--- src/rtl/dfr_pkg.sv ---
package dfr_pkg;
  localparam int NUM_DIRS      = 2;
  localparam int FLAGS_PER_DIR = 4;
  localparam int NUM_FLAGS     = NUM_DIRS * FLAGS_PER_DIR;
  localparam int NUM_PINS      = 4;
  localparam int CODE_W        = 4;
  localparam int SEL_W         = $clog2(NUM_FLAGS);
  localparam int CFG_DW        = 16;
  localparam int CFG_AW        = 3;
  localparam int NUM_OFS       = 4;

  typedef enum logic [1:0] {
    FL_EMPTY  = 2'd0,
    FL_AEMPTY = 2'd1,
    FL_FULL   = 2'd2,
    FL_AFULL  = 2'd3
  } flag_pos_e;

  localparam logic [CFG_AW-1:0] ADDR_ROUTE = 3'd4;
  localparam logic [CFG_DW-1:0] ROUTE_RST  = 16'h3210;
endpackage

--- src/rtl/dfr_cfg_regs.sv ---
module dfr_cfg_regs
  import dfr_pkg::*;
#(
  parameter int OFS_W = 10
) (
  input  logic                           clk,
  input  logic                           rst_n,
  input  logic                           sw_clear,
  input  logic                           we,
  input  logic [CFG_AW-1:0]              addr,
  input  logic [CFG_DW-1:0]              wdata,
  output logic [NUM_OFS-1:0][OFS_W-1:0]  ofs,
  output logic [CFG_DW-1:0]              route
);
  logic [NUM_OFS-1:0][OFS_W-1:0] ofs_q;
  logic [CFG_DW-1:0]             route_q;

  always_ff @(posedge clk) begin
    if (!rst_n) begin
      ofs_q <= '0;
    end else if (sw_clear) begin
      ofs_q <= '0;
    end else if (we) begin
      for (int i = 0; i < NUM_OFS; i++) begin
        if (addr == CFG_AW'(i)) ofs_q[i] <= wdata[OFS_W-1:0];
      end
    end
  end

  always_ff @(posedge clk) begin
    if (!rst_n)                          route_q <= ROUTE_RST;
    else if (we && addr == ADDR_ROUTE)   route_q <= wdata;
  end

  assign ofs   = ofs_q;
  assign route = route_q;


  clear_all_chk: assert property (@(posedge clk) disable iff (!rst_n)
    sw_clear |=> (ofs_q == '0));


  route_wr_chk: assert property (@(posedge clk) disable iff (!rst_n)
    (we && addr == ADDR_ROUTE) |=> (route_q == $past(wdata)));
endmodule

--- src/rtl/dfr_flag_calc.sv ---
module dfr_flag_calc
  import dfr_pkg::*;
#(
  parameter int DEPTH = 512,
  parameter int CNT_W = 10,
  parameter int OFS_W = 10
) (
  input  logic                     clk,
  input  logic                     rst_n,
  input  logic [CNT_W-1:0]         cnt,
  input  logic [OFS_W-1:0]         ae_ofs,
  input  logic [OFS_W-1:0]         af_ofs,
  output logic [FLAGS_PER_DIR-1:0] flags
);
  localparam logic [CNT_W-1:0] DEPTH_C = CNT_W'(DEPTH);

  logic             empty_q, full_q;
  logic [CNT_W-1:0] free_cnt;

  always_ff @(posedge clk) begin
    if (!rst_n) begin
      empty_q <= 1'b1;
      full_q  <= 1'b0;
    end else begin
      empty_q <= (cnt == '0);
      full_q  <= (cnt == DEPTH_C);
    end
  end

  assign free_cnt = DEPTH_C - cnt;

  always_comb begin
    flags            = '0;
    flags[FL_EMPTY]  = empty_q;
    flags[FL_FULL]   = full_q;
    flags[FL_AEMPTY] = (32'(cnt) <= 32'(ae_ofs));
    flags[FL_AFULL]  = (32'(free_cnt) <= 32'(af_ofs));
  end


  empty_lag_chk: assert property (@(posedge clk) disable iff (!rst_n)
    (cnt == '0) |=> empty_q);


  full_lag_chk: assert property (@(posedge clk) disable iff (!rst_n)
    (cnt == DEPTH_C) |=> full_q);


  no_empty_full_chk: assert property (@(posedge clk) disable iff (!rst_n)
    !(empty_q && full_q));
endmodule

--- src/rtl/dfr_pin_mux.sv ---
module dfr_pin_mux
  import dfr_pkg::*;
(
  input  logic [NUM_FLAGS-1:0] status,
  input  logic [CFG_DW-1:0]    route,
  output logic [NUM_PINS-1:0]  pins
);
  for (genvar p = 0; p < NUM_PINS; p++) begin : g_pin
    logic [SEL_W-1:0] sel;
    assign sel     = route[p*CODE_W +: SEL_W];
    assign pins[p] = status[sel];
  end
endmodule

--- src/rtl/dual_fifo_flag_router.sv ---
module dual_fifo_flag_router
  import dfr_pkg::*;
#(
  parameter int DEPTH = 512,
  parameter int OFS_W = 10,
  localparam int CNT_W = $clog2(DEPTH + 1)
) (
  input  logic                 clk,
  input  logic                 rst_n,
  input  logic                 sw_clear_all,
  input  logic                 cfg_we,
  input  logic [CFG_AW-1:0]    cfg_addr,
  input  logic [CFG_DW-1:0]    cfg_wdata,
  input  logic [CNT_W-1:0]     ab_count,
  input  logic [CNT_W-1:0]     ba_count,
  output logic [NUM_FLAGS-1:0] flag_status,
  output logic [NUM_PINS-1:0]  flag_pin
);
  logic [NUM_OFS-1:0][OFS_W-1:0] ofs;
  logic [CFG_DW-1:0]             route;
  logic [NUM_DIRS-1:0][CNT_W-1:0] counts;

  assign counts[0] = ab_count;
  assign counts[1] = ba_count;

  dfr_cfg_regs #(.OFS_W(OFS_W)) u_cfg (
    .clk      (clk),
    .rst_n    (rst_n),
    .sw_clear (sw_clear_all),
    .we       (cfg_we),
    .addr     (cfg_addr),
    .wdata    (cfg_wdata),
    .ofs      (ofs),
    .route    (route)
  );

  for (genvar d = 0; d < NUM_DIRS; d++) begin : g_dir
    dfr_flag_calc #(.DEPTH(DEPTH), .CNT_W(CNT_W), .OFS_W(OFS_W)) u_calc (
      .clk    (clk),
      .rst_n  (rst_n),
      .cnt    (counts[d]),
      .ae_ofs (ofs[2*d]),
      .af_ofs (ofs[2*d+1]),
      .flags  (flag_status[d*FLAGS_PER_DIR +: FLAGS_PER_DIR])
    );
  end

  dfr_pin_mux u_mux (
    .status (flag_status),
    .route  (route),
    .pins   (flag_pin)
  );


  idle_addr_chk: assert property (@(posedge clk) disable iff (!rst_n)
    (cfg_we && cfg_addr > ADDR_ROUTE && !sw_clear_all) |=> $stable(route));
endmodule

--- config.mk ---
export PLATFORM = sky130hd
export DESIGN_NAME = dual_fifo_flag_router
export DESIGN_NICKNAME = d
export VERILOG_FILES = /design/src/rtl/dfr_pkg.sv /design/src/rtl/dfr_cfg_regs.sv /design/src/rtl/dfr_flag_calc.sv /design/src/rtl/dfr_pin_mux.sv /design/src/rtl/dual_fifo_flag_router.sv
export SDC_FILE = /design/constraint.sdc
export NUM_CORES = 1
export LEC_CHECK = 0
export BUFFER_PORTS_ARGS = -buffer_cell sky130_fd_sc_hd__buf_2
export CAP_MARGIN = 20
export CORE_AREA = 2 2 83 85
export DETAILED_ROUTE_END_ITERATION = 7
export DIE_AREA = 0 0 85 87
export PLACE_DENSITY = 0.78
export SYNTH_ARGS = -nofsm -noshare
export SYNTH_HDL_FRONTEND = slang
export SYNTH_SLANG_ARGS = --single-unit
--- constraint.sdc ---
create_clock -name clk -period 5.57 [get_ports clk]
set_input_delay 1.114 -clock clk [delete_from_list [all_inputs] [get_ports clk]]
set_output_delay 1.114 -clock clk [all_outputs]
set_load 0.01 [all_outputs]
==> metrics.yaml, run 1 <==
grt_setup_unrepaired: "no"
ant_nets: 0
crit_path_max_fanout: 5
clkLatencyLatePin_ps: 300
dr_total_vias: 3323
cp.buffers_inverters: 2
final_core_util_pct: 60.7
status: "completed"
setup_viol: 0
dp.cells: 583
fin_cells: 591
synthesis.area_um2: 3600
hp-class: "flop to flop"
finalMaxSlewViolations: 0
slew_headroom_pct: 48.7
async_flop_share_pct: 0
drc: 0
cts_root_buffer: "clkbuf_8"
yosysTopAreaCell: "dfxtp_1"
postCtsHoldBufs: 0
synthCells: 471
routed_via_density: 5.62
power_density_nw_per_um2: 208
final_net_count: 595
finalHoldViolations: 0
rows: 30
max_freq_ghz: 0.187
end_kind: "output port"
dp_hpwl_um: 6770
yosysWarnings: 0
drive_gt1_share_pct: 13.5
dr.first_iter.drc_count: 177
place_area_um2: 3870
area_growth_syn_to_layout_pct: 10.7
cts_buffer_depth: 2
core_area_um2: 6570
synth_cell_types: 39
die_x_um: 85
path_class: "input pin to output port"
grt_usage_pct: 24.4
ios: 55
rrSetupSlack_ps: 4770
grt_remaining_overflow: 0
fin_area_um2: 3990
synth_common_cells: "118 x nand2_1, 56 x dfxtp_1, 46 x inv_1, 44 x a21oi_1, 42 x ha_1"
post-route-min-period_ps: 5360
cp.required_ps: 4460
fp.dieH_um: 87
antenna_found_initial: 0
syn_nets: 556
synth_edf_count: 0
antennaDiodeCount: 0
place_congestion: 0.837
synthTopCellsByArea: "dfxtp_1 31%, ha_1 15%, nand2_1 12%"
p_leak_nw: 1.54
htreeDepth: 2
cts_buffers: 5
post-cts-setup-buffers: 0
cpMostUsedCell: "buf_2"
crit_chain: "buf_2 -> or4_4 -> or3_4 -> nor4_4 -> xor2_1 -> ha_1 -> a21o_1 -> a311o_1 -> a221o_1 -> a31oi_1 -> mux4_2 -> buf_2"
dr.pass1.iters: 4
grt_pass1_vias: 3154
ir_drop_v: 0.000129
clock_sinks: 56
drt-total-wl_um: 8670
tightestPinTransition_ps: 770
yosysTopAreaCellShare_pct: 31.1
post_cts_resized: 0
cts_tree: "built"
wl_per_cell_um: 14.7
syn_avg_cell_area_um2: 7.65
grt_pass1_wl_um: 14400
drv_cap: 0
cp.arrival_ps: 4250
cts.clk_slew.worst_paths_ps: 90
ys_seq_area_share_pct: 31.1
dieArea_um2: 7400
post-route-period-util_pct: 96.2
start_util_pct: 54.8
finalSetupTns_ps: 0
ys.flop_type: "dfxtp_1"
yosys_register_bits: 56
finClkSkew_ps: 0
synth.most_common_cell: "nand2_1"
cpPeakStageDelay_ps: 550
finalPower_mw: 0.827
slowest_stage: "or4_4"
cp_top_family: "simple AND/OR/NAND/NOR gates"
start_kind: "input pin"
grt_max_degree: 22
port_buffers: 52
per-stage QoR:
stage	setup WS, ps	hold WS, ps
after detailed placement	249	447
after CTS	238	461
after global placement	263	443
final	211	459
after floorplan	641	436
after global routing	44.7	476
tightest hold or removal path, cell delays in order, from the launching register on:
cell,delay (ps)
dfxtp_1,320
nand2_1,50
a21oi_1,50
area by class of cell:
type                            instances  area, um2
Inverter                               46        173
Multi-Input combinational cell        348       2210
Clock inverter                          3       42.5
Fill cell                             617       2580
Tap cell                               80        100
Timing Repair Buffer                   53        268
Sequential cell                        56       1120
Clock buffer                            5       68.8
report_power, final:
part           total (mW)  switching (mW)  internal [mW]
Clock               0.264           0.131          0.133
Sequential          0.410         0.00486          0.405
Combinational       0.153          0.0890         0.0644
sequential cells by signal, indices dropped and copies added, names as in the netlist:
signal	count
u_cfg.route	12
u_cfg.ofs	40
g_dir.u_calc.empty_q	2
g_dir.u_calc.full_q	2
cell families after synthesis:
kind of cell | Yosys count | synth area share (%)
compound gates | 102 | 18.0
xor+xnor | 16 | 3.89
fa+ha+maj | 42 | 14.6
buf+inv | 67 | 7.40
flops | 56 | 31.1
mux | 4 | 2.50
simple gates | 184 | 22.4
per-layer routing:
metal,share of wire (%),GRT usage [%],vias to the layer above,routed length [um]
met3,6.2,4.08,19,535
li1,-,-,1680,-
met5,0,0,-,0
met1,45,31.2,1520,3870
met2,47,41.8,104,4060
met4,2.2,8.51,0,191
placed cells by master (no fill, tap or decap), drive strengths merged:
master,count
nand2,118
dfxtp,56
buf,53
inv,46
a21oi,44
ha,42
nor2,29
a31oi,20
a21o,14
xnor2,11
nand4,8
a21boi,8
nand3,6
xor2,5
clkbuf,5
nor4,5
mux4,4
nand2b,3
o21ai,3
or4,3
nand3b,2
o211a,2
a211oi,2
a2111o,2
a32oi,2
a311o,2
a221o,2
nor3,2
and3,2
or3,1
nor4b,1
nor2b,1
or2,1
and3b,1
and2,1
o41ai,1
clkinv,1
bufinv,1
clkinvlp,1
final timing paths:
path	cells past startpoint	start	end
setup / recovery	12	ab_count[2]	flag_pin[1]
hold / removal	2	u_cfg.ofs[15]$_SDFFE_PP0P_	u_cfg.ofs[15]$_SDFFE_PP0P_
setup reg to reg	2	u_cfg.route[8]$_SDFFE_PN0P_	u_cfg.route[8]$_SDFFE_PN0P_
hold reg to reg	2	u_cfg.ofs[15]$_SDFFE_PP0P_	u_cfg.ofs[15]$_SDFFE_PP0P_
Power figures use the tool's default switching activity.
==> run 2: changes to the inputs <==
REMOVE_ABC_BUFFERS = 1   (was unset)
==> run 2 against run 1 <==
Effect of this change:
- worst setup slack lost 33 ps
- sequential share of layout area grew 0.16 points
- wire length grew 2.8%
- critical path type unchanged
- critical endpoint unchanged
- largest power group unchanged
- final cell count is the same
- global-route usage grew 0.38 points
- clock power shrank 19%
- non-clock buffer count grew 1
- first-iteration DRC count grew 87%
==> metrics.yaml, run 2 (synthesis results as in run 1) <==
status: "completed"
comb_power_share_pct: 19.9  # +1.4 points
antennaDiodeCount: 0  # unchanged
ir_drop_v: 0.000129  # +0.21%
fin_ws_ps: 178  # -33.0 ps
cp.arrival_ps: 4280  # +30 ps
grt_setup_unrepaired: "no"
drv_cap: 0  # unchanged
end_kind: "output port"
cts_buffer_depth: 2  # unchanged
grt_remaining_overflow: 0  # unchanged
ant_nets: 0  # unchanged
cts_root_buffer: "clkbuf_8"
final_core_util_pct: 60.3  # -0.34 points
area_growth_syn_to_layout_pct: 10.1
ios: 55  # unchanged
drc: 0  # unchanged
worstRegToRegCells: 2  # unchanged
htreeDepth: 2  # unchanged
dp_slack_ps: 228  # -21.0 ps
max_freq_ghz: 0.185  # -0.61%
clock_sinks: 56  # unchanged
dp_hpwl_um: 6910  # +2.0%
multiInputGateArea_um2: 2210  # unchanged
dr_total_vias: 3349  # +0.78%
p_sw_share_pct: 28.8  # +1.6 points
r2r-end: "u_cfg.route[8]$_SDFFE_PN0P_"
setup_viol: 0  # unchanged
postCtsHoldBufs: 0  # unchanged
port_buffers: 52  # unchanged
fp.dieH_um: 87  # unchanged
drive_gt1_share_pct: 13.5  # unchanged
p_sw_mw: 0.224  # about the same
final_net_count: 596  # +0.17%
hp-class: "flop to flop"
antenna_found_initial: 0  # unchanged
path_class: "input pin to output port"
grt_usage_pct: 24.8  # +0.38 points
start_kind: "input pin"
met3_usage_pct: 2.94  # -1.1 points
p_clk_share_pct: 27.5  # -4.4 points
internal_power_mw: 0.556  # -7.8%
fillCellCount: 632  # +2.4%
dieArea_um2: 7400  # unchanged
routed_via_density: 5.67  # +0.78%
clkLatencyLatePin_ps: 300  # about the same
post-cts-setup-buffers: 0  # unchanged
finalSetupTns_ps: 0  # unchanged
tightestPinTransition_ps: 724  # -45.9 ps
post-route-period-util_pct: 96.8  # +0.59 points
cp.required_ps: 4460  # about the same
p_leak_nw: 1.53  # -0.62%
core_area_um2: 6570  # unchanged
post_cts_resized: 0  # unchanged
cts_tree: "built"
busiest_layer: "met2"
cts_buffers: 5  # unchanged
place_congestion: 0.880  # +5.1%
grt_max_degree: 41  # +86%
crit_path_end: "flag_pin[1]"
seqPwrFrac_pct: 52.7  # +3.1 points
dr.first_iter.drc_count: 331  # +87%
finClkSkew_ps: 0  # unchanged
crit_start: "ab_count[2]"
wl_per_cell_um: 15.1  # +2.8%
timing.rr.start: "u_cfg.route[8]$_SDFFE_PN0P_"
power_density_nw_per_um2: 197  # -5.2%
finalMaxSlewViolations: 0  # unchanged
cts.clk_slew.worst_paths_ps: 90  # about the same
dr.pass1.iters: 4  # unchanged
rrSetupSlack_ps: 4740  # -30 ps
layout_common_cells: "118 x nand2_1, 56 x dfxtp_1, 52 x buf_2, 46 x inv_1, 44 x a21oi_1"
drt-total-wl_um: 8910  # +2.8%
post-route-min-period_ps: 5390  # +33.0 ps
place_area_um2: 3880  # +0.19%
finalHoldViolations: 0  # unchanged
largest_register_ffs: 40  # unchanged
seqCellArea_um2: 1120  # unchanged
met2_usage_pct: 43.2  # +1.3 points
use_met1_pct: 31.8  # +0.61 points
grt_pass1_wl_um: 14400  # about the same
rows: 30  # unchanged
fin_area_um2: 3960  # -0.56%
mostFrequentLayoutCell: "nand2_1"
die_x_um: 85  # unchanged
slew_headroom_pct: 51.5  # +2.9 points
grt_pass1_vias: 3102  # -1.6%
crit_path_max_fanout: 5  # unchanged
start_util_pct: 54.8  # unchanged
## run 2: power by group through the flow
stage | Combinational, mW | Clock [mW] | Sequential (mW)
floorplan | 0.0892 | 0 | 0.419
global placement | 0.148 | 0 | 0.420
detailed placement | 0.154 | 0 | 0.420
CTS | 0.155 | 0.218 | 0.411
global route | 0.172 | 0.235 | 0.412
finish | 0.155 | 0.214 | 0.411
## run 2: critical path, cell delays in order
cell and delay, ps:
buf_2 130, or4_4 550, or3_4 380, nor4_4 150, xor2_1 190, ha_1 290, a21o_1 210, a311o_1 320
a221o_1 340, a31oi_1 220, mux4_2 260, buf_2 120
## run 2: cell type report
cell class              count  area share, %
multi-input cells         348           55.8
clock inverters             2          0.316
well taps                  80           2.53
inverters                  46           4.36
clock buffers               5           1.74
flip-flops and latches     56           28.3
repair buffers             54           6.94
## run 2: worst min-delay path by stage
stage,start,to,slack [ps],cells after the start
2_1_floorplan,u_cfg.ofs[11]$_SDFFE_PP0P_,u_cfg.ofs[11]$_SDFFE_PP0P_,440,2
3_3_place_gp,u_cfg.ofs[14]$_SDFFE_PP0P_,u_cfg.ofs[14]$_SDFFE_PP0P_,440,2
3_5_place_dp,u_cfg.ofs[36]$_SDFFE_PP0P_,u_cfg.ofs[36]$_SDFFE_PP0P_,450,2
4_1_cts,u_cfg.ofs[36]$_SDFFE_PP0P_,u_cfg.ofs[36]$_SDFFE_PP0P_,460,2
5_1_grt,u_cfg.ofs[0]$_SDFFE_PP0P_,u_cfg.ofs[0]$_SDFFE_PP0P_,480,2
6_report,u_cfg.ofs[8]$_SDFFE_PP0P_,u_cfg.ofs[8]$_SDFFE_PP0P_,460,2
## run 2: layer usage
layer  vias to the layer above  part of all wire (%)
li1                       1683                     -
met1                      1531                    41
met2                       121                    50
met3                        14                   6.8
met4                         0                   1.7
met5                         -                     0
## run 2: stage by stage
stage          std cells  hold WS (ps)  power (mW)
2_1_floorplan        450           436       0.508
4_1_cts              591           460       0.783
3_5_place_dp         584           447       0.574
5_1_grt              591           482       0.819
6_report             591           459       0.780
3_3_place_gp         584           443       0.568
